## src/rtl/spi_rb_pkg.sv

```systemverilog
package spi_rb_pkg;
  localparam int BYTE_W = 8;
  localparam int BIT_W  = 3;

  typedef enum logic [2:0] {
    ST_IDLE,
    ST_CMD,
    ST_WDATA,
    ST_RDATA,
    ST_DONE
  } xfer_state_t;

  typedef enum logic [1:0] {
    M_SINGLE,
    M_CBURST,
    M_RBURST
  } xfer_mode_t;
endpackage

```

## src/rtl/spi_rb_sync.sv

```systemverilog
module spi_rb_sync #(
  parameter int W = 3,
  parameter logic [W-1:0] RST_VAL = '0
) (
  input  logic         clk,
  input  logic         rst,
  input  logic [W-1:0] d_in,
  output logic [W-1:0] q,
  output logic [W-1:0] rise,
  output logic [W-1:0] fall
);
  logic [W-1:0] q_prev;

  for (genvar i = 0; i < W; i++) begin : g_bit
    logic s1, s2, s3;
    always_ff @(posedge clk) begin
      if (rst) begin
        s1 <= RST_VAL[i];
        s2 <= RST_VAL[i];
        s3 <= RST_VAL[i];
      end else begin
        s1 <= d_in[i];
        s2 <= s1;
        s3 <= s2;
      end
    end
    assign q[i]      = s2;
    assign q_prev[i] = s3;
  end

  assign rise = q & ~q_prev;
  assign fall = ~q & q_prev;
endmodule

```

## src/rtl/spi_rb_store.sv

```systemverilog
module spi_rb_store #(
  parameter int ADDR_W    = 7,
  parameter int DATA_W    = 8,
  parameter int CLK_REGS  = 8,
  parameter int RAM_BASE  = 64,
  parameter int RAM_DEPTH = 32
) (
  input  logic              clk,
  input  logic              wr_en,
  input  logic [ADDR_W-1:0] wr_addr,
  input  logic [DATA_W-1:0] wr_data,
  input  logic [ADDR_W-1:0] rd_addr,
  output logic [DATA_W-1:0] rd_data
);
  localparam int DEPTH = CLK_REGS + RAM_DEPTH;
  localparam int IDX_W = $clog2(DEPTH);
  localparam logic [ADDR_W-1:0] CLK_END = ADDR_W'(CLK_REGS);
  localparam logic [ADDR_W-1:0] RAM_LO  = ADDR_W'(RAM_BASE);
  localparam logic [ADDR_W-1:0] RAM_HI  = ADDR_W'(RAM_BASE + RAM_DEPTH);
  localparam logic [ADDR_W-1:0] RAM_OFS = ADDR_W'(RAM_BASE - CLK_REGS);

  logic [DATA_W-1:0] mem [DEPTH];
  logic [DATA_W-1:0] rd_q;
  logic              rd_ok;

  function automatic logic mapped(input logic [ADDR_W-1:0] a);
    return (a < CLK_END) || (a >= RAM_LO && a < RAM_HI);
  endfunction

  function automatic logic [IDX_W-1:0] to_idx(input logic [ADDR_W-1:0] a);
    logic [ADDR_W-1:0] t;
    t = (a < CLK_END) ? a : a - RAM_OFS;
    return t[IDX_W-1:0];
  endfunction

  always_ff @(posedge clk) begin
    if (wr_en && mapped(wr_addr))
      mem[to_idx(wr_addr)] <= wr_data;
  end

  always_ff @(posedge clk) begin
    rd_q  <= mem[to_idx(rd_addr)];
    rd_ok <= mapped(rd_addr);
  end

  assign rd_data = rd_ok ? rd_q : '0;
endmodule

```

## src/rtl/spi_rb_engine.sv

```systemverilog
module spi_rb_engine
  import spi_rb_pkg::*;
#(
  parameter int ADDR_W    = 7,
  parameter int CLK_REGS  = 8,
  parameter int RAM_BASE  = 64,
  parameter int RAM_DEPTH = 32,
  parameter int CBURST_A  = 126,
  parameter int RBURST_A  = 127
) (
  input  logic              clk,
  input  logic              rst,
  input  logic              cs_n_s,
  input  logic              sclk_rise,
  input  logic              sclk_fall,
  input  logic              mosi_s,
  output logic [ADDR_W-1:0] rd_addr,
  input  logic [BYTE_W-1:0] rd_data,
  output logic              wr_en,
  output logic [ADDR_W-1:0] wr_addr,
  output logic [BYTE_W-1:0] wr_data,
  output logic              sdo,
  output logic              sdo_oe
);
  localparam int MAXR  = (RAM_DEPTH > CLK_REGS) ? RAM_DEPTH : CLK_REGS;
  localparam int OFF_W = $clog2(MAXR);
  localparam logic [OFF_W-1:0]  CLK_LAST = OFF_W'(CLK_REGS - 1);
  localparam logic [OFF_W-1:0]  RAM_LAST = OFF_W'(RAM_DEPTH - 1);
  localparam logic [ADDR_W-1:0] RAM_A    = ADDR_W'(RAM_BASE);
  localparam logic [ADDR_W-1:0] RAM_E    = ADDR_W'(RAM_BASE + RAM_DEPTH);

  xfer_state_t       state;
  xfer_mode_t        mode;
  logic [BIT_W-1:0]  bit_cnt;
  logic [BYTE_W-1:0] shift;
  logic [BYTE_W-1:0] tx;
  logic [ADDR_W-1:0] base;
  logic [OFF_W-1:0]  off;
  logic              load_pend;

  logic [BYTE_W-1:0] byte_in;
  logic [OFF_W-1:0]  off_last;
  logic [OFF_W-1:0]  off_next;
  logic [ADDR_W-1:0] cur_addr;

  always_comb begin
    byte_in  = {shift[BYTE_W-2:0], mosi_s};
    off_last = (mode == M_CBURST) ? CLK_LAST : RAM_LAST;
    off_next = (off == off_last) ? '0 : off + 1'b1;
    cur_addr = base + ADDR_W'(off);
  end

  assign rd_addr = cur_addr;
  assign sdo     = tx[BYTE_W-1];

  always_ff @(posedge clk) begin
    if (rst || cs_n_s) begin
      state     <= ST_IDLE;
      mode      <= M_SINGLE;
      bit_cnt   <= '0;
      shift     <= '0;
      tx        <= '0;
      base      <= '0;
      off       <= '0;
      load_pend <= 1'b0;
      sdo_oe    <= 1'b0;
      wr_en     <= 1'b0;
      if (rst) begin
        wr_addr <= '0;
        wr_data <= '0;
      end
    end else begin
      wr_en <= 1'b0;
      if (state == ST_IDLE) begin
        state   <= ST_CMD;
        bit_cnt <= '0;
      end else if (sclk_rise && state != ST_DONE) begin
        shift   <= byte_in;
        bit_cnt <= bit_cnt + 1'b1;
        if (bit_cnt == BIT_W'(BYTE_W - 1)) begin
          case (state)
            ST_CMD: begin
              off <= '0;
              if (byte_in[ADDR_W-1:0] == ADDR_W'(CBURST_A)) begin
                mode <= M_CBURST;
                base <= '0;
              end else if (byte_in[ADDR_W-1:0] == ADDR_W'(RBURST_A)) begin
                mode <= M_RBURST;
                base <= RAM_A;
              end else begin
                mode <= M_SINGLE;
                base <= byte_in[ADDR_W-1:0];
              end
              if (byte_in[BYTE_W-1]) begin
                state     <= ST_RDATA;
                load_pend <= 1'b1;
              end else begin
                state <= ST_WDATA;
              end
            end
            ST_WDATA: begin
              wr_en   <= 1'b1;
              wr_addr <= cur_addr;
              wr_data <= byte_in;
              case (mode)
                M_SINGLE: state <= ST_DONE;
                M_CBURST: begin
                  if (off == CLK_LAST) state <= ST_DONE;
                  else off <= off_next;
                end
                default:  off <= off_next;
              endcase
            end
            ST_RDATA: load_pend <= 1'b1;
            default: ;
          endcase
        end
      end else if (sclk_fall && state == ST_RDATA) begin
        if (load_pend) begin
          tx        <= rd_data;
          sdo_oe    <= 1'b1;
          load_pend <= 1'b0;
          if (mode != M_SINGLE) off <= off_next;
        end else begin
          tx <= {tx[BYTE_W-2:0], 1'b0};
        end
      end
    end
  end

  AST_HIZ_DESELECT: assert property (@(posedge clk) disable iff (rst)
    cs_n_s |=> !sdo_oe);
  AST_SDO_AFTER_FALL: assert property (@(posedge clk) disable iff (rst)
    (sdo_oe && $past(sdo_oe) && !$past(sclk_fall)) |-> $stable(sdo));
  AST_WR_AFTER_RISE: assert property (@(posedge clk) disable iff (rst)
    wr_en |-> $past(sclk_rise));
  AST_WR_SINGLE_CYCLE: assert property (@(posedge clk) disable iff (rst)
    wr_en |=> !wr_en);
  AST_CBURST_BOUND: assert property (@(posedge clk) disable iff (rst)
    (state == ST_WDATA && mode == M_CBURST) |-> off <= CLK_LAST);
  AST_RAM_WR_RANGE: assert property (@(posedge clk) disable iff (rst)
    (wr_en && mode == M_RBURST) |-> (wr_addr >= RAM_A && wr_addr < RAM_E));
  AST_OE_ON_FALL: assert property (@(posedge clk) disable iff (rst)
    $rose(sdo_oe) |-> $past(sclk_fall));
endmodule

```

## src/rtl/spi_regbank.sv

```systemverilog
module spi_regbank #(
  parameter int ADDR_W    = 7,
  parameter int CLK_REGS  = 8,
  parameter int RAM_BASE  = 64,
  parameter int RAM_DEPTH = 32,
  parameter int CBURST_A  = 126,
  parameter int RBURST_A  = 127
) (
  input  logic              clk,
  input  logic              rst,
  input  logic              spi_sclk,
  input  logic              spi_cs_n,
  input  logic              spi_mosi,
  output logic              spi_miso,
  output logic              spi_miso_oe,
  output logic              reg_wr_en,
  output logic [ADDR_W-1:0] reg_wr_addr,
  output logic [7:0]        reg_wr_data
);
  import spi_rb_pkg::*;

  localparam int SYNC_W = 3;
  localparam int P_CS   = 2;
  localparam int P_SCLK = 1;
  localparam int P_MOSI = 0;

  logic [SYNC_W-1:0] s_q, s_rise, s_fall;
  logic [ADDR_W-1:0] rd_addr;
  logic [BYTE_W-1:0] rd_data;

  spi_rb_sync #(.W(SYNC_W), .RST_VAL(3'b100)) u_sync (
    .clk  (clk),
    .rst  (rst),
    .d_in ({spi_cs_n, spi_sclk, spi_mosi}),
    .q    (s_q),
    .rise (s_rise),
    .fall (s_fall)
  );

  spi_rb_engine #(
    .ADDR_W(ADDR_W), .CLK_REGS(CLK_REGS), .RAM_BASE(RAM_BASE),
    .RAM_DEPTH(RAM_DEPTH), .CBURST_A(CBURST_A), .RBURST_A(RBURST_A)
  ) u_eng (
    .clk       (clk),
    .rst       (rst),
    .cs_n_s    (s_q[P_CS]),
    .sclk_rise (s_rise[P_SCLK]),
    .sclk_fall (s_fall[P_SCLK]),
    .mosi_s    (s_q[P_MOSI]),
    .rd_addr   (rd_addr),
    .rd_data   (rd_data),
    .wr_en     (reg_wr_en),
    .wr_addr   (reg_wr_addr),
    .wr_data   (reg_wr_data),
    .sdo       (spi_miso),
    .sdo_oe    (spi_miso_oe)
  );

  spi_rb_store #(
    .ADDR_W(ADDR_W), .DATA_W(BYTE_W), .CLK_REGS(CLK_REGS),
    .RAM_BASE(RAM_BASE), .RAM_DEPTH(RAM_DEPTH)
  ) u_store (
    .clk     (clk),
    .wr_en   (reg_wr_en),
    .wr_addr (reg_wr_addr),
    .wr_data (reg_wr_data),
    .rd_addr (rd_addr),
    .rd_data (rd_data)
  );
endmodule

```

## config.mk

```make
export PLATFORM = sky130hd
export DESIGN_NAME = spi_regbank
export DESIGN_NICKNAME = d
export VERILOG_FILES = /design/src/rtl/spi_rb_pkg.sv /design/src/rtl/spi_rb_sync.sv /design/src/rtl/spi_rb_store.sv /design/src/rtl/spi_rb_engine.sv /design/src/rtl/spi_regbank.sv
export SDC_FILE = /design/constraint.sdc
export NUM_CORES = 1
export LEC_CHECK = 0
export BUFFER_PORTS_ARGS = -buffer_cell sky130_fd_sc_hd__buf_2
export CAP_MARGIN = 20
export CORE_MARGIN = 2
export CORE_UTILIZATION = 60
export DETAILED_ROUTE_END_ITERATION = 8
export PLACE_DENSITY = 0.74
export SETUP_SLACK_MARGIN = 0.5
export SYNTH_ARGS = -nofsm -noshare
export SYNTH_HDL_FRONTEND = slang
export SYNTH_SLANG_ARGS = --single-unit
export TNS_END_PERCENT = 1
```

## constraint.sdc

```tcl
create_clock -name clk -period 3.3 [get_ports clk]
set_input_delay 0.165 -clock clk [delete_from_list [all_inputs] [get_ports clk]]
set_output_delay 0.165 -clock clk [all_outputs]
set_load 0.005 [all_outputs]
```

======== Yosys cells after proc, flatten, opt, wreduce, memory -nomap -nowiden ========
Memories as Yosys holds them, arrays and structs flattened. A register that Yosys moved wholly into a read port is not among the register bits.
Index checks and enable logic that the tools add are counted.
storage, ports and cells
  register bits ........................... 62
  memory bits (writable) .................. 320
  input bits .............................. 5
  logic and storage cells ................. 140
  memories ................................ 1
operators by class
  $add $sub $neg .......................... 5
  $lt $le $gt $ge ......................... 6
  eq/ne operators ......................... 22
  mux-type cells .......................... 45
  bitwise operators ....................... 7
  reduce and logical (&&, ||, !) cells .... 32
memories
  memory       words  width  rd ports  clocked after Yosys merged registers in  write ports  RTL line            source
  u_store.mem  40     8      1         1                                        1            spi_rb_store.sv:22  logic [DATA_W-1:0] mem [DEPTH];
operators by type and width
  kind                                                                      count
  8-bit 2-to-1 mux                                                          8
  7-bit 2-to-1 mux                                                          8
  5-bit 2-to-1 mux                                                          8
  5-bit one-hot mux with 2 select lines                                     2
  5-bit AND reduction                                                       4
  2-bit nonzero test                                                        10
  3-bit inequality test (second input constant)                             5
  7-bit == test (second input constant)                                     2
  7-bit >= comparator (second input constant)                               2
  7-bit by 4-bit < comparator with 1-bit output (second input constant)     2
  7-bit < comparator (second input constant)                                2
  6-bit 2-to-1 mux                                                          2
  3-bit one-hot mux with 2 select lines                                     2
  6-bit subtractor (second input constant)                                  2
  1-bit 2-to-1 mux                                                          11
  4-bit inequality test (second input constant)                             2
  4-bit AND reduction                                                       2
  8-bit AND reduction                                                       1
  7-bit by 5-bit adder with 7-bit output                                    1
  3-bit by 2-bit == test with 1-bit output (second input constant)          2
  3-bit by 2-bit inequality test with 1-bit output (second input constant)  2
  5-bit by 1-bit adder with 5-bit output (second input constant)            1
  5-bit by 3-bit == test with 1-bit output (second input constant)          1
  5-bit == test                                                             1
  22 further kinds                                                          34

======== Depth between registers and ports, before layout ========
  depth in word-level cells ............... 9
  mapped depth ............................ 14
  depth with buffers taken out ............ 13

======== Modules after synthesis ========
From an unflattened synthesis, not the netlist that was laid out.
second synthesis, totals
  cells, all modules ...................... 1015
  area, all modules ....................... 15895.2 µm²
by module, submodules not included
  module         times used  cells an instance  area an instance (µm²)
  spi_rb_store   1           719                13102.6
  spi_rb_engine  1           269                2496.1
  spi_rb_sync    1           27                 296.5

======== Worst setup path before layout ========
No wires, ideal clock.
  kind .................................... register to register
  from .................................... register u_eng.off[0]
  to ...................................... register u_store.rd_q[0], read port of u_store.mem
  setup time .............................. 127 ps
  arrival time ............................ 2830 ps
  setup slack ............................. 343 ps
  cell stages (with the launch flop) ...... 13
  cells stage by stage .................... dfxtp_1 > ha_1 > fa_1 > a21oi_1 > inv_1 > a21oi_1 > xor2_1 > ha_1 > inv_1 > or4_4 > buf_6 > a211oi_1 > a211oi_1
on the way
  word-level cells in the longest chain between the ends .. 3
  elaborated cells on any way between the ends .. 4
  classes of those cells .................. 2 x add/sub; 1 x order compare; 1 x mux
ends and longest elaborated chain
  item                                                                                      RTL line              source
  start: declaration                                                                        spi_rb_engine.sv:38   logic [OFF_W-1:0] off;
  start signal: assignment                                                                  spi_rb_engine.sv:109  else off <= off_next;
  start signal: assignment                                                                  spi_rb_engine.sv:111  default: off <= off_next;
  start signal: assignment                                                                  spi_rb_engine.sv:123  if (mode != M_SINGLE) off <= off_next;
  7-bit by 5-bit adder with 7-bit output (*)                                                spi_rb_engine.sv:50   cur_addr = base + ADDR_W'(off);
  6-bit subtractor / 7-bit by 4-bit < comparator with 1-bit output (equally long branches)  spi_rb_store.sv:32    t = (a < CLK_END) ? a : a - RAM_OFS;
  6-bit 2-to-1 mux (*)                                                                      spi_rb_store.sv:32
  end: declaration                                                                          spi_rb_store.sv:23    logic [DATA_W-1:0] rd_q;
Every way passes the cells marked *; elsewhere a longest branch is shown, timed or not.
A chain may end at the register's enable or synchronous reset.

======== Worst setup path after layout ========
  from .................................... register u_eng.off[0]
  to ...................................... register u_store.rd_q[2], read port of u_store.mem
Same word-level chain as after synthesis.

==> flow_summary.yaml <==
detailed_routing:
  drc_errors: 0
  antenna_left: 0
  post_drt_wl_per_cell_um: 26.6
  vias_per_cell: 6.45
  drt_iter0_drc: 1335
  routed-via-count: 8732
  routed_wl_mm: 36.0
  dr.pass1.iters: 5
timing:
  slew_violations: 0
  skew_ps: 13.8
  setup_viol_count_final: 0
  period_needed_ps: 3270
  fin_setup_tns_ps: 0
  max_slew.worst_pin.slew_ps: 982
  rsz0062_at_grt: "true"
  hold_viol: 0
  fmax_mhz: 306
  timing.final.crit_share: 0.990
  maxSlewHeadroom: 0.341
  hold_slack_ps: 430
hold_path:
  whs_path_depth: 3
  hp-class: "input port to flip-flop"
grt:
  grt_use_total: 0.258
  antenna_found_initial: 0
  first_global_vias: 8744
  grt_max_degree: 42
  grt_overflow: 0
  grt_first_pass_wirelength_mm: 53.8
power:
  p_leak_nw: 6.04
  ir_worst_vdd_mv: 0.590
  pwr_density_cell_nw_per_um2: 529
placement:
  dp_hpwl_mm: 21.1
  routabilityCongestion: 0.850
  placed_area_um2: 16800
  portBuffers: 22
status:
  outcome: "finished clean"
clock_tree:
  cts-root-buf: "clkbuf_16"
  cts.sinks: 389
  cts_buffer_depth: 3
  cts_inserted_buffers: 39
  cts.clk_slew.worst_paths_ps: 60
  cts_max_level: 2
  cts_tree: "done"
  insertion_delay_ps: 530
yosys:
  synth-edff-count: 335
  synth_cells: 862
  yosysSeqAreaShare: 0.705
  syn_avg_cell_area_um2: 18.3
  ys_types: 62
  synth_area_um2: 15800
  synthArstFlopShare: 0
  synth_ff_type: "edfxtp_1"
  post_synth_main_area_contributors: "edfxtp_1 (64%), mux4_1 (9.5%), dfxtp_1 (6.8%)"
  synthTopCellsByCount: "edfxtp_1 (335), nor2_1 (75), mux4_1 (57)"
  synth_warnings: 0
  synth_top_area_frac: 0.637
  yosysTopAreaCell: "edfxtp_1"
  ys_seq_elements: 389
  synth_most_common_cell: "edfxtp_1"
  synth_nets: 880
run:
  cap_violations: 0
die:
  die_w_um: 166
  dieArea_um2: 27600
  core_um2: 26000
  die_y_um: 166
  ios: 23
  rows: 59
  start_util: 0.608
critical_path:
  crit_type: "flip-flop to flip-flop"
  critPathLaunchType: "flip-flop"
  rr_worst_depth: 12
  arrival_ps: 3660
  crit_path_end_kind: "flip-flop"
  required_ps: 3690
  path_max_fanout: 8
final_layout:
  final_util: 0.711
  area_growth_pct: 17.1
  nets: 1005
  layout-drive-gt1-share: 0.272
  fin_area_um2: 18500
  n_antenna_cell: 0
-- worst paths after layout --
check / from / endpoint / slack (ps)
max: u_eng.off[0]$_SDFFE_PN0P_ / u_store.rd_q[2]$_DFF_P_ / 30
min: spi_sclk / u_sync.g_bit[1].s1$_SDFF_PP0_ / 430
max reg2reg: u_eng.off[0]$_SDFFE_PN0P_ / u_store.rd_q[2]$_DFF_P_ / 30
min reg2reg: u_sync.g_bit[2].s1$_SDFF_PP1_ / u_sync.g_bit[2].s2$_SDFF_PP1_ / 430
-- placed cells by master, fill, tap and decap left out, types with 4 or more instances in the layout --
cell type and instances:
o21ai_0 6, clkinv_2 7, inv_1 9, edfxtp_1 335, nand3b_1 5, nor4_2 7
buf_12 5, buf_2 22, buf_6 6, dlygate4sd3_1 6, mux4_1 50, clkbuf_16 39
dfxtp_1 52, mux4_2 46, mux2i_1 8, o211ai_1 5, ha_1 9, nor2_2 5
nor2b_1 16, nand2b_1 4, a211oi_2 12, clkbuf_1 10, nand3_1 17, a211oi_1 11
clkinv_1 4, nand2_1 35, bufinv_16 4, xnor2_1 4, and2_1 12, buf_4 82
nor2_1 70, a21oi_1 35
-- flip-flops by register name, indices dropped and copies added (netlist names) --
register,flops
u_sync.g_bit.s3,1
u_store.rd_ok,1
u_eng.state,3
u_eng.mode,2
u_store.rd_q,8
u_eng.wr_addr,7
u_eng.base,7
u_eng.off,5
u_eng.tx,8
u_eng.sdo_oe,1
u_eng.bit_cnt,3
u_eng.shift,7
u_store.mem,320
u_sync.g_bit.s2,3
u_sync.g_bit.s1,3
u_eng.load_pend,1
u_eng.wr_data,8
u_eng.wr_en,1
-- per-layer routing --
| metal | track usage | share of wire |
|---|---|---|
| met4 | 0.0772 | 0.024 |
| met2 | 0.419 | 0.50 |
| met1 | 0.369 | 0.40 |
| met3 | 0.0439 | 0.077 |
| met5 | 0 | 0 |
-- cells by family after synthesis --
group                    share of synthesized area
buffers and inverters                       0.0185
AND/OR/NAND/NOR                             0.0609
XOR/XNOR                                   0.00602
flip-flops                                   0.705
AO/OA/AOI/OAI                               0.0418
adder cells (fa/ha/maj)                     0.0108
multiplexers                                 0.156
-- through the flow --
| step | std cells | power [mW] | setup WS [ps] |
|---|---|---|---|
| 2_1_floorplan | 862 | 5.48 | 505 |
| 3_3_place_gp | 1248 | 5.53 | -93.6 |
| 3_5_place_dp | 1248 | 5.53 | -203 |
| 4_1_cts | 1344 | 9.83 | 269 |
| 5_1_grt | 1353 | 10.1 | -35.6 |
| 6_report | 1353 | 9.78 | 34.4 |
-- area by class of cell --
class,count,area [µm²]
flip-flops and latches,389,11100
fillers,1538,7500
multi-input cells,422,4610
clock buffers,52,1050
repair buffers,123,996
well taps,335,419
clock inverters,20,210
inverters,12,47.5
-- timing repair --
action	CTS	global route
cloned	2	0
gates resized for setup	24	25
endpoints found under the hold margin	7	0
endpoints found under the setup margin	136	136
setup buffers	16	8
hold buffers	6	0
pin swaps	3	10
-- power by group --
group / internal, mW / switching [mW]
sequential: 5.32 / 0.0169
clock: 2.57 / 1.77
combinational: 0.0290 / 0.0755
-- worst max-delay path, cell delays in order, from the launching register on --
cell      delay [ps]
dfxtp_4          350
ha_4             160
fa_4             430
a21oi_2          150
inv_1             80
a21oi_2          230
xor2_2           270
ha_4             180
buf_4            120
inv_4             50
or4_4            610
a211oi_4         380
a211oi_2         100
Note: power is estimated with default switching activity, not from simulation.
